File: src/rtl/seg_scan_pkg.sv
`timescale 1ns/1ps
package seg_scan_pkg;
  localparam int unsigned GLYPH_W = 7;

  // A..G in bits 6..0
  function automatic logic [GLYPH_W-1:0] glyph(input logic [3:0] code, input logic hex);
    logic [GLYPH_W-1:0] g;
    unique case (code)
      4'd0:  g = 7'h7E;
      4'd1:  g = 7'h30;
      4'd2:  g = 7'h6D;
      4'd3:  g = 7'h79;
      4'd4:  g = 7'h33;
      4'd5:  g = 7'h5B;
      4'd6:  g = 7'h5F;
      4'd7:  g = 7'h70;
      4'd8:  g = 7'h7F;
      4'd9:  g = 7'h7B;
      4'd10: g = hex ? 7'h77 : 7'h01;
      4'd11: g = hex ? 7'h1F : 7'h4F;
      4'd12: g = hex ? 7'h4E : 7'h37;
      4'd13: g = hex ? 7'h3D : 7'h0E;
      4'd14: g = hex ? 7'h4F : 7'h67;
      default: g = hex ? 7'h47 : 7'h00;
    endcase
    return g;
  endfunction
endpackage

File: src/rtl/seg_scan_timer.sv
`timescale 1ns/1ps
module seg_scan_timer #(
  parameter int unsigned NUM_DIGITS = 8,
  parameter int unsigned SUB_STEPS  = 16,
  localparam int unsigned DIG_W = $clog2(NUM_DIGITS),
  localparam int unsigned SUB_W = $clog2(SUB_STEPS)
) (
  input  logic             clk_i,
  input  logic             rst_ni,
  input  logic             clear_i,
  input  logic             tick_i,
  input  logic [DIG_W-1:0] limit_i,
  output logic [DIG_W-1:0] dig_o,
  output logic [SUB_W-1:0] sub_o
);
  localparam logic [SUB_W-1:0] SUB_LAST = SUB_W'(SUB_STEPS - 1);

  logic [DIG_W-1:0] dig_q;
  logic [SUB_W-1:0] sub_q;

  always_ff @(posedge clk_i or negedge rst_ni) begin
    if (!rst_ni) begin
      dig_q <= '0;
      sub_q <= '0;
    end else if (clear_i) begin
      dig_q <= '0;
      sub_q <= '0;
    end else if (tick_i) begin
      sub_q <= (sub_q == SUB_LAST) ? '0 : sub_q + 1'b1;
      if (sub_q == SUB_LAST) begin
        dig_q <= (dig_q >= limit_i) ? '0 : dig_q + 1'b1;
      end
    end
  end

  assign dig_o = dig_q;
  assign sub_o = sub_q;
endmodule

File: src/rtl/seg_glyph_dec.sv
`timescale 1ns/1ps
module seg_glyph_dec #(
  parameter int unsigned SEG_W = 8
) (
  input  logic [SEG_W-1:0] data_i,
  input  logic             dec_en_i,
  input  logic             hex_i,
  output logic [SEG_W-1:0] seg_o
);
  import seg_scan_pkg::*;

  always_comb begin
    if (dec_en_i) seg_o = {data_i[SEG_W-1], glyph(data_i[3:0], hex_i)};
    else          seg_o = data_i;
  end
endmodule

File: src/rtl/seg_pwm_gate.sv
`timescale 1ns/1ps
module seg_pwm_gate #(
  parameter int unsigned SUB_STEPS = 16,
  localparam int unsigned SUB_W = $clog2(SUB_STEPS)
) (
  input  logic [SUB_W-1:0] sub_i,
  input  logic [SUB_W-1:0] code_i,
  output logic             on_o
);
  localparam logic [SUB_W-1:0] CODE_MAX = SUB_W'(SUB_STEPS - 1);
  logic [SUB_W:0] duty;

  // top code saturates at (steps-1)/steps
  assign duty = (code_i == CODE_MAX) ? (SUB_W+1)'(CODE_MAX) : {1'b0, code_i} + 1'b1;
  assign on_o = ({1'b0, sub_i} < duty);
endmodule

File: src/rtl/seg_scan_ctrl.sv
`timescale 1ns/1ps
module seg_scan_ctrl #(
  parameter int unsigned NUM_DIGITS = 8,
  parameter int unsigned SEG_W      = 8,
  parameter int unsigned SUB_STEPS  = 16,
  localparam int unsigned DIG_W = $clog2(NUM_DIGITS),
  localparam int unsigned SUB_W = $clog2(SUB_STEPS)
) (
  input  logic                        clk_i,
  input  logic                        rst_ni,
  input  logic                        clear_i,
  input  logic                        tick_i,
  input  logic                        blank_i,
  input  logic                        shutdown_i,
  input  logic                        test_i,
  input  logic                        hex_sel_i,
  input  logic [DIG_W-1:0]            scan_limit_i,
  input  logic [NUM_DIGITS-1:0]       decode_en_i,
  input  logic [NUM_DIGITS*SUB_W-1:0] intensity_i,
  input  logic [NUM_DIGITS*SEG_W-1:0] digit_mem_i,
  output logic [NUM_DIGITS-1:0]       digit_o,
  output logic [SEG_W-1:0]            seg_o
);
  logic [DIG_W-1:0] dig_idx;
  logic [SUB_W-1:0] sub_cnt;
  logic [SEG_W-1:0] mem_arr [NUM_DIGITS];
  logic [SUB_W-1:0] lvl_arr [NUM_DIGITS];
  logic [SEG_W-1:0] pat;
  logic             pwm_on;

  seg_scan_timer #(.NUM_DIGITS(NUM_DIGITS), .SUB_STEPS(SUB_STEPS)) u_timer (
    .clk_i   (clk_i),
    .rst_ni  (rst_ni),
    .clear_i (clear_i),
    .tick_i  (tick_i),
    .limit_i (scan_limit_i),
    .dig_o   (dig_idx),
    .sub_o   (sub_cnt)
  );

  // pair byte: even digit low nibble, odd digit high nibble -> nibble d
  for (genvar d = 0; d < NUM_DIGITS; d++) begin : g_unpack
    assign mem_arr[d] = digit_mem_i[d*SEG_W +: SEG_W];
    assign lvl_arr[d] = intensity_i[d*SUB_W +: SUB_W];
  end

  seg_glyph_dec #(.SEG_W(SEG_W)) u_dec (
    .data_i   (mem_arr[dig_idx]),
    .dec_en_i (decode_en_i[dig_idx]),
    .hex_i    (hex_sel_i),
    .seg_o    (pat)
  );

  seg_pwm_gate #(.SUB_STEPS(SUB_STEPS)) u_pwm (
    .sub_i  (sub_cnt),
    .code_i (lvl_arr[dig_idx]),
    .on_o   (pwm_on)
  );

  always_comb begin
    if (test_i) begin
      digit_o = '1;
      seg_o   = '1;
    end else if (blank_i || shutdown_i) begin
      digit_o = '0;
      seg_o   = '0;
    end else begin
      digit_o = NUM_DIGITS'(1) << dig_idx;
      seg_o   = pwm_on ? pat : '0;
    end
  end
endmodule

File: config.mk
export PLATFORM = sky130hd
export DESIGN_NAME = seg_scan_ctrl
export DESIGN_NICKNAME = d
export VERILOG_FILES = /design/src/rtl/seg_scan_pkg.sv /design/src/rtl/seg_scan_timer.sv /design/src/rtl/seg_glyph_dec.sv /design/src/rtl/seg_pwm_gate.sv /design/src/rtl/seg_scan_ctrl.sv
export SDC_FILE = /design/constraint.sdc
export NUM_CORES = 1
export LEC_CHECK = 0
export BUFFER_PORTS_ARGS = -buffer_cell sky130_fd_sc_hd__buf_2
export CAP_MARGIN = 15
export CORE_MARGIN = 3
export CORE_UTILIZATION = 39
export DETAILED_ROUTE_END_ITERATION = 10
export GPL_ROUTABILITY_DRIVEN = 0
export GPL_TIMING_DRIVEN = 0
export PLACE_DENSITY = 0.78
export RECOVER_POWER = 100
export SLEW_MARGIN = 20
export SYNTH_ARGS = -nofsm -noshare
export SYNTH_HDL_FRONTEND = slang
export SYNTH_SLANG_ARGS = --single-unit
File: constraint.sdc
create_clock -name clk_i -period 3.37 [get_ports clk_i]
set_input_delay 0.5055 -clock clk_i [delete_from_list [all_inputs] [get_ports clk_i]]
set_output_delay 0.5055 -clock clk_i [all_outputs]
set_load 0.02 [all_outputs]
Word level (Yosys, flattened, before mapping)

Cells that the tools add are included.

Output and inout port bits: 16
Input port bits: 115
Bits in registers: 7
Logic and storage cells: 61

Reductions and logical operators: 5
Shift operators: 1
Bitwise gates (word level): 1
Multiplexer cells: 29
Equality and inequality tests: 16
$add $sub $neg: 3
Order comparisons: 4

Operator list:

| cell                                                       | number |
|---|---|
| case mux 7 bit (15 select lines)                           | 1 |
| two-way mux 8 bit                                          | 7 |
| equality test 4 bit, second input constant                 | 9 |
| two-way mux 7 bit                                          | 5 |
| binary-select mux 8 bit (select 3 bit)                     | 1 |
| two-way mux 4 bit                                          | 5 |
| equality test 4 x 3 -> 1 bit, second input constant        | 4 |
| binary-select mux 4 bit (select 3 bit)                     | 1 |
| two-way mux 3 bit                                          | 4 |
| two-way mux 6 bit                                          | 2 |
| equality test 4 x 2 -> 1 bit, second input constant        | 2 |
| left shift 1 x 3 -> 8 bit, first input constant            | 1 |
| adder 4 x 1 -> 5 bit, second input constant                | 1 |
| less-than comparator 4 x 5 -> 1 bit                        | 1 |
| two-way mux 5 bit                                          | 1 |
| adder 4 x 1 -> 4 bit, second input constant                | 1 |
| equality test 4 x 1 -> 1 bit, second input constant        | 1 |
| >= comparator 4 bit, second input constant                 | 1 |
| logical NOT 4 bit                                          | 1 |
| less-than comparator 3 x 4 -> 1 bit, second input constant | 1 |
| NOT 3 -> 4 bit                                             | 1 |
| nonzero test 2 bit                                         | 2 |
| adder 3 x 1 -> 3 bit, second input constant                | 1 |
| binary-select mux 1 bit (select 3 bit)                     | 1 |
| other kinds (4)                                            | 4 |

Depth between registers and ports, before layout

Depth in word-level cells: 10
Gate-level depth with buffers: 15
Depth with buffers taken out: 12

Cells and area by module

A second synthesis with hierarchy kept.

Cells, all modules: 239
Area, all modules: 2,011.9 µm²

Modules (own cells, without submodules):

| module         | seq. area each (µm²) | instances | area each (µm²) | cells an instance |
|---|---|---|---|---|
| seg_scan_ctrl  | 0.0                  | 1         | 1,026.0         | 113 |
| seg_scan_timer | 175.2                | 1         | 444.2           | 45 |
| seg_glyph_dec  | 0.0                  | 1         | 409.1           | 67 |
| seg_pwm_gate   | 0.0                  | 1         | 132.6           | 14 |

Worst setup path before layout

Ideal clock, no wire load.

Path kind: reg-to-output
Start point: register u_timer.dig_q[0], in the netlist u_timer.dig_o[0]
End point: output seg_o[1]
Buffers on the path: 3
Data arrival time: 3,108 ps
Stages on the path, launching flop included: 15
Required time: 2,864 ps
Path slack: -243 ps
Cells stage by stage: dfrtp_1 buf_6 buf_4 buf_4 mux4_2 nand2_1 nand2_1 ha_1 a21oi_1 ha_1 o21a_1 o21ai_0 nand3b_1 o21ai_2 a41o_1

Word-level cells in the longest chain between the ends: 10
Elaborated cells between the ends (all ways): 33
Classes of those cells: 1 x add/sub; 1 x order compare; 15 x eq/ne; 14 x mux; 1 x bitwise; 1 x reduce/logical

RTL lines:

| element                                                                                                 | RTL line                                 | source |
|---|---|---|
| start: declaration                                                                                      | seg_scan_timer.sv:18                     | `logic [DIG_W-1:0] dig_q;` |
| start signal: assignment                                                                                | seg_scan_timer.sv:31                     | `dig_q <= (dig_q >= limit_i) ? '0 : dig_q + 1'b1;` |
| NOT 3 -> 4 bit (implied by the code)                                                                    | seg_scan_ctrl.sv:48, seg_scan_ctrl.sv:56 |  |
| binary-select mux 4 bit (select 3 bit) / binary-select mux 8 bit (select 3 bit) (equally long branches) | seg_scan_ctrl.sv:56, seg_scan_ctrl.sv:48 |  |
| two-way mux 4 bit (implied by the code) / two-way mux 8 bit (equally long branches) (2 in series)       | seg_scan_ctrl.sv:56, seg_scan_ctrl.sv:48 |  |
| adder 4 x 1 -> 5 bit, or another cell as far along                                                      | seg_pwm_gate.sv:14                       | `assign duty = (code_i == CODE_MAX) ? (SUB_W+1)'(CODE_MAX) : {1'b0, code_i} + 1'b1;` |
| two-way mux 5 bit / case mux 7 bit (15 select lines) (equally long branches)                            | seg_pwm_gate.sv:14, seg_scan_pkg.sv:8    |  |
| less-than comparator 4 x 5 -> 1 bit / two-way mux 7 bit (equally long branches)                         | seg_pwm_gate.sv:15, seg_glyph_dec.sv:13  |  |
| two-way mux 8 bit (*)                                                                                   | seg_scan_ctrl.sv:69                      | `seg_o = pwm_on ? pat : '0;` |
| two-way mux 8 bit (*)                                                                                   | seg_scan_ctrl.sv:64                      | `end else if (blank_i \|\| shutdown_i) begin` |
| two-way mux 8 bit (*)                                                                                   | seg_scan_ctrl.sv:61                      | `if (test_i) begin` |
| end: declaration                                                                                        | seg_scan_ctrl.sv:22                      | `output logic [SEG_W-1:0] seg_o` |

Mark *: on every way between the ends. The rest lies on a longest branch, timed or not. The select of a mux whose other input is x is not followed.

Final worst setup path

Ends and elaborated chain as after synthesis.

==> impl_metrics.ini <==
[status]
failed_checks = setup timing
status = complete, but fails checks

[cts]
cts_sinks = 7
cts_buffer_depth = 2
htree_levels = 1
clkTransAtPathRegs_ns = 0.04
clockRootBuffer = clkbuf_8
worstSkewPairLatency_ns = 0.23
cts_tree = yes
numCtsBuffers = 3

[power_and_ir_drop]
p_per_area_nw_per_um2 = 349
power.total_mw = 1.06
swShare = 0.436
power.switching_mw = 0.461
p_comb_frac = 0.795
internal_power_mw = 0.597
p_seq_frac = 0.095
max-vdd-ir-drop_uv = 345
power_leakage_nw = 1.46
p_clk_frac = 0.111

[logic_synthesis]
synth-seq-area-share = 0.0876
synth.top_cell.area_share = 0.169
yosys.area_share.simple = 0.158
synthTopCellsByCount = nand2_1, mux4_2, ha_1, o21ai_0, a21o_1
ys_ff_latch = 7
yosysWarnings = 0
synth.avg_cell_area_um2 = 9.31
yosysUniqueCellTypes = 46
synthArstFlopShare = 1.00
yosys.area_share.xor_xnor = 0.00876
synthFlopType = dfrtp_1
synthesis.area_um2 = 2000
synthAdderAreaFrac = 0.0876
synth_edf_count = 0
syn_inst = 215
yosys-mux-area-fraction = 0.390
synth_area_leaders = mux4_2, mux4_1, dfrtp_1, ha_1, nand2_1
synth_top_area_cell = mux4_2
synth_top_family_by_area = multiplexers
synth_nets = 344
synth_compound_area_frac = 0.213
yosysMostFrequentCell = nand2_1

[timing]
holdWs_ns = 0.177
slew_headroom = 0.620
rsz0062_at_grt = yes
period_needed_ns = 3.66
post-route-period-util = 1.09
finalSetupViolCount = 8
clock.fmax_mhz = 273
hold_viol_final = 0
worst_pin_slew_ns = 0.570
finClkSkew_ns = 0.00295
setup_slack_ns = -0.290
slew_viol_final = 0

[die]
die_w_um = 77.6
initial_core_util = 0.413
core-area_um2 = 4850
die_y_um = 77.6
num_rows = 25
die_area_um2 = 6030
io-pin-count = 131

[placed_design]
port_buffers = 129
pre_cts_ws_ns = -0.653
hpwl_um = 5530

[critical_path]
cp.required_ns = 2.86
rr_worst_depth = 11
end_kind = output port
reg2reg_setup_slack_ns = 0.96
r2r_end = u_timer.dig_o[1]
path_max_fanout = 8
path_class = reg2out
reg2reg_from = u_timer.dig_o[0]
critPathArrivalTime_ns = 3.15
start_kind = register

[final_layout]
fillers = 431
drive_gt1_frac = 0.541
nets = 487
area_growth_pct = 51.4
antenna_cells = 0
seqCellArea_um2 = 178
multiInputGateArea_um2 = 1770

[global_routing]
grt_pass1_vias = 2424
grt_max_degree = 11
grtUsageTotal = 0.220
grt_overflow = 0
grt_antenna_before_repair = 0
grt_pass1_wl_um = 10900

[detailed_routing]
vias = 2406
drc = 0
routed_wl_um = 6800
vias_per_cell = 5.67
postRouteAntennaNets = 0
drt_iter0_drc = 167
dr.pass1.iters = 4
wire_per_inst_um = 16.0

[flow_run]
max_cap_violations = 0

[min_path]
min_path_type = in2async
==> layout make-up <==
| type | instances | share of cell area |
|---|---|---|
| Inverter | 9 | 0.0112 |
| Timing Repair Buffer | 138 | 0.259 |
| Tap cell | 67 | 0.0277 |
| Clock buffer | 4 | 0.0149 |
| Sequential cell | 7 | 0.0587 |
| Multi-Input combinational cell | 185 | 0.583 |
| Buffer | 14 | 0.0454 |
==> cell usage in the layout, fill, tap and decap left out, types with 7 or more instances in the layout <==
master and instances:
clkbuf_1 8, nor2_1 7, buf_6 11, a21oi_1 7, ha_1 13, nand3_1 9
nand2_1 33, a21o_1 10, mux4_2 15, buf_4 7, buf_2 121, mux4_1 9
o21ai_0 10, inv_1 8
==> through the flow <==
| stage | utilization | setup TNS [ns] | std cells | instance area [µm²] |
|---|---|---|---|---|
| after floorplan | - | 0 | 215 | 2050 |
| after global placement | 0.572 | -3.94 | 411 | 2780 |
| after detailed placement | 0.572 | -4.89 | 411 | 2780 |
| after CTS | 0.623 | -1.79 | 424 | 3020 |
| after global routing | 0.625 | -3.16 | 424 | 3030 |
| final | 0.625 | -2.05 | 424 | 3030 |
==> metal layers <==
metal	vias up	GRT usage	share of wire
li1	1142	-	-
met3	6	0.0197	0.063
met1	1148	0.285	0.41
met5	-	0	0
met2	110	0.395	0.52
met4	0	0.0480	0.0096
==> critical path: stages, from the launching register on <==
cell	delay, ns
dfrtp_2	0.42
buf_12	0.14
buf_12	0.12
buf_12	0.12
mux4_2	0.42
nand2_2	0.11
nand2_4	0.06
ha_4	0.26
a21oi_2	0.03
ha_1	0.30
o21a_1	0.17
o21ai_1	0.13
nand3b_1	0.11
o21ai_2	0.09
buf_6	0.14
a41o_1	0.18
buf_6	0.12
==> worst max path at each step <==
stage,depth (start not counted),to,startpoint
finish,16,seg_o[1],u_timer.dig_o[0]
global route,16,seg_o[2],u_timer.dig_o[0]
CTS,16,seg_o[1],u_timer.dig_o[0]
detailed placement,14,seg_o[1],u_timer.dig_o[1]
global placement,14,seg_o[1],u_timer.dig_o[1]
floorplan,14,seg_o[1],u_timer.dig_o[0]
==> repair_timing <==
action | in CTS | in global routing
setup endpoints to repair | 8 | 8
resized for setup | 32 | 5
pin swaps | 5 | 3
hold buffers | 0 | 0
buffers inserted | 9 | 0
==> state kept, by name, summed over array words and instances (netlist names) <==
signal / cells
u_timer.sub_o: 4
u_timer.dig_o: 3
==> power groups by stage <==
stage	Clock [mW]	Combinational, mW	Sequential (mW)
6_report	0.117	0.840	0.100
5_1_grt	0.131	0.912	0.101
4_1_cts	0.120	0.833	0.100
3_5_place_dp	0	0.735	0.105
3_3_place_gp	0	0.716	0.105
2_1_floorplan	0	0.546	0.101
==> cell families (layout without fill, tap and decap cells) <==
group / Yosys count / after routing
AND/OR/NAND/NOR: 71 / 71
AO/OA/AOI/OAI: 58 / 58
multiplexers: 40 / 40
buffers and inverters: 23 / 165
adder cells (fa/ha/maj): 14 / 14
flip-flops: 7 / 7
XOR/XNOR: 2 / 2
No activity file was read; power rests on OpenSTA's default activity.
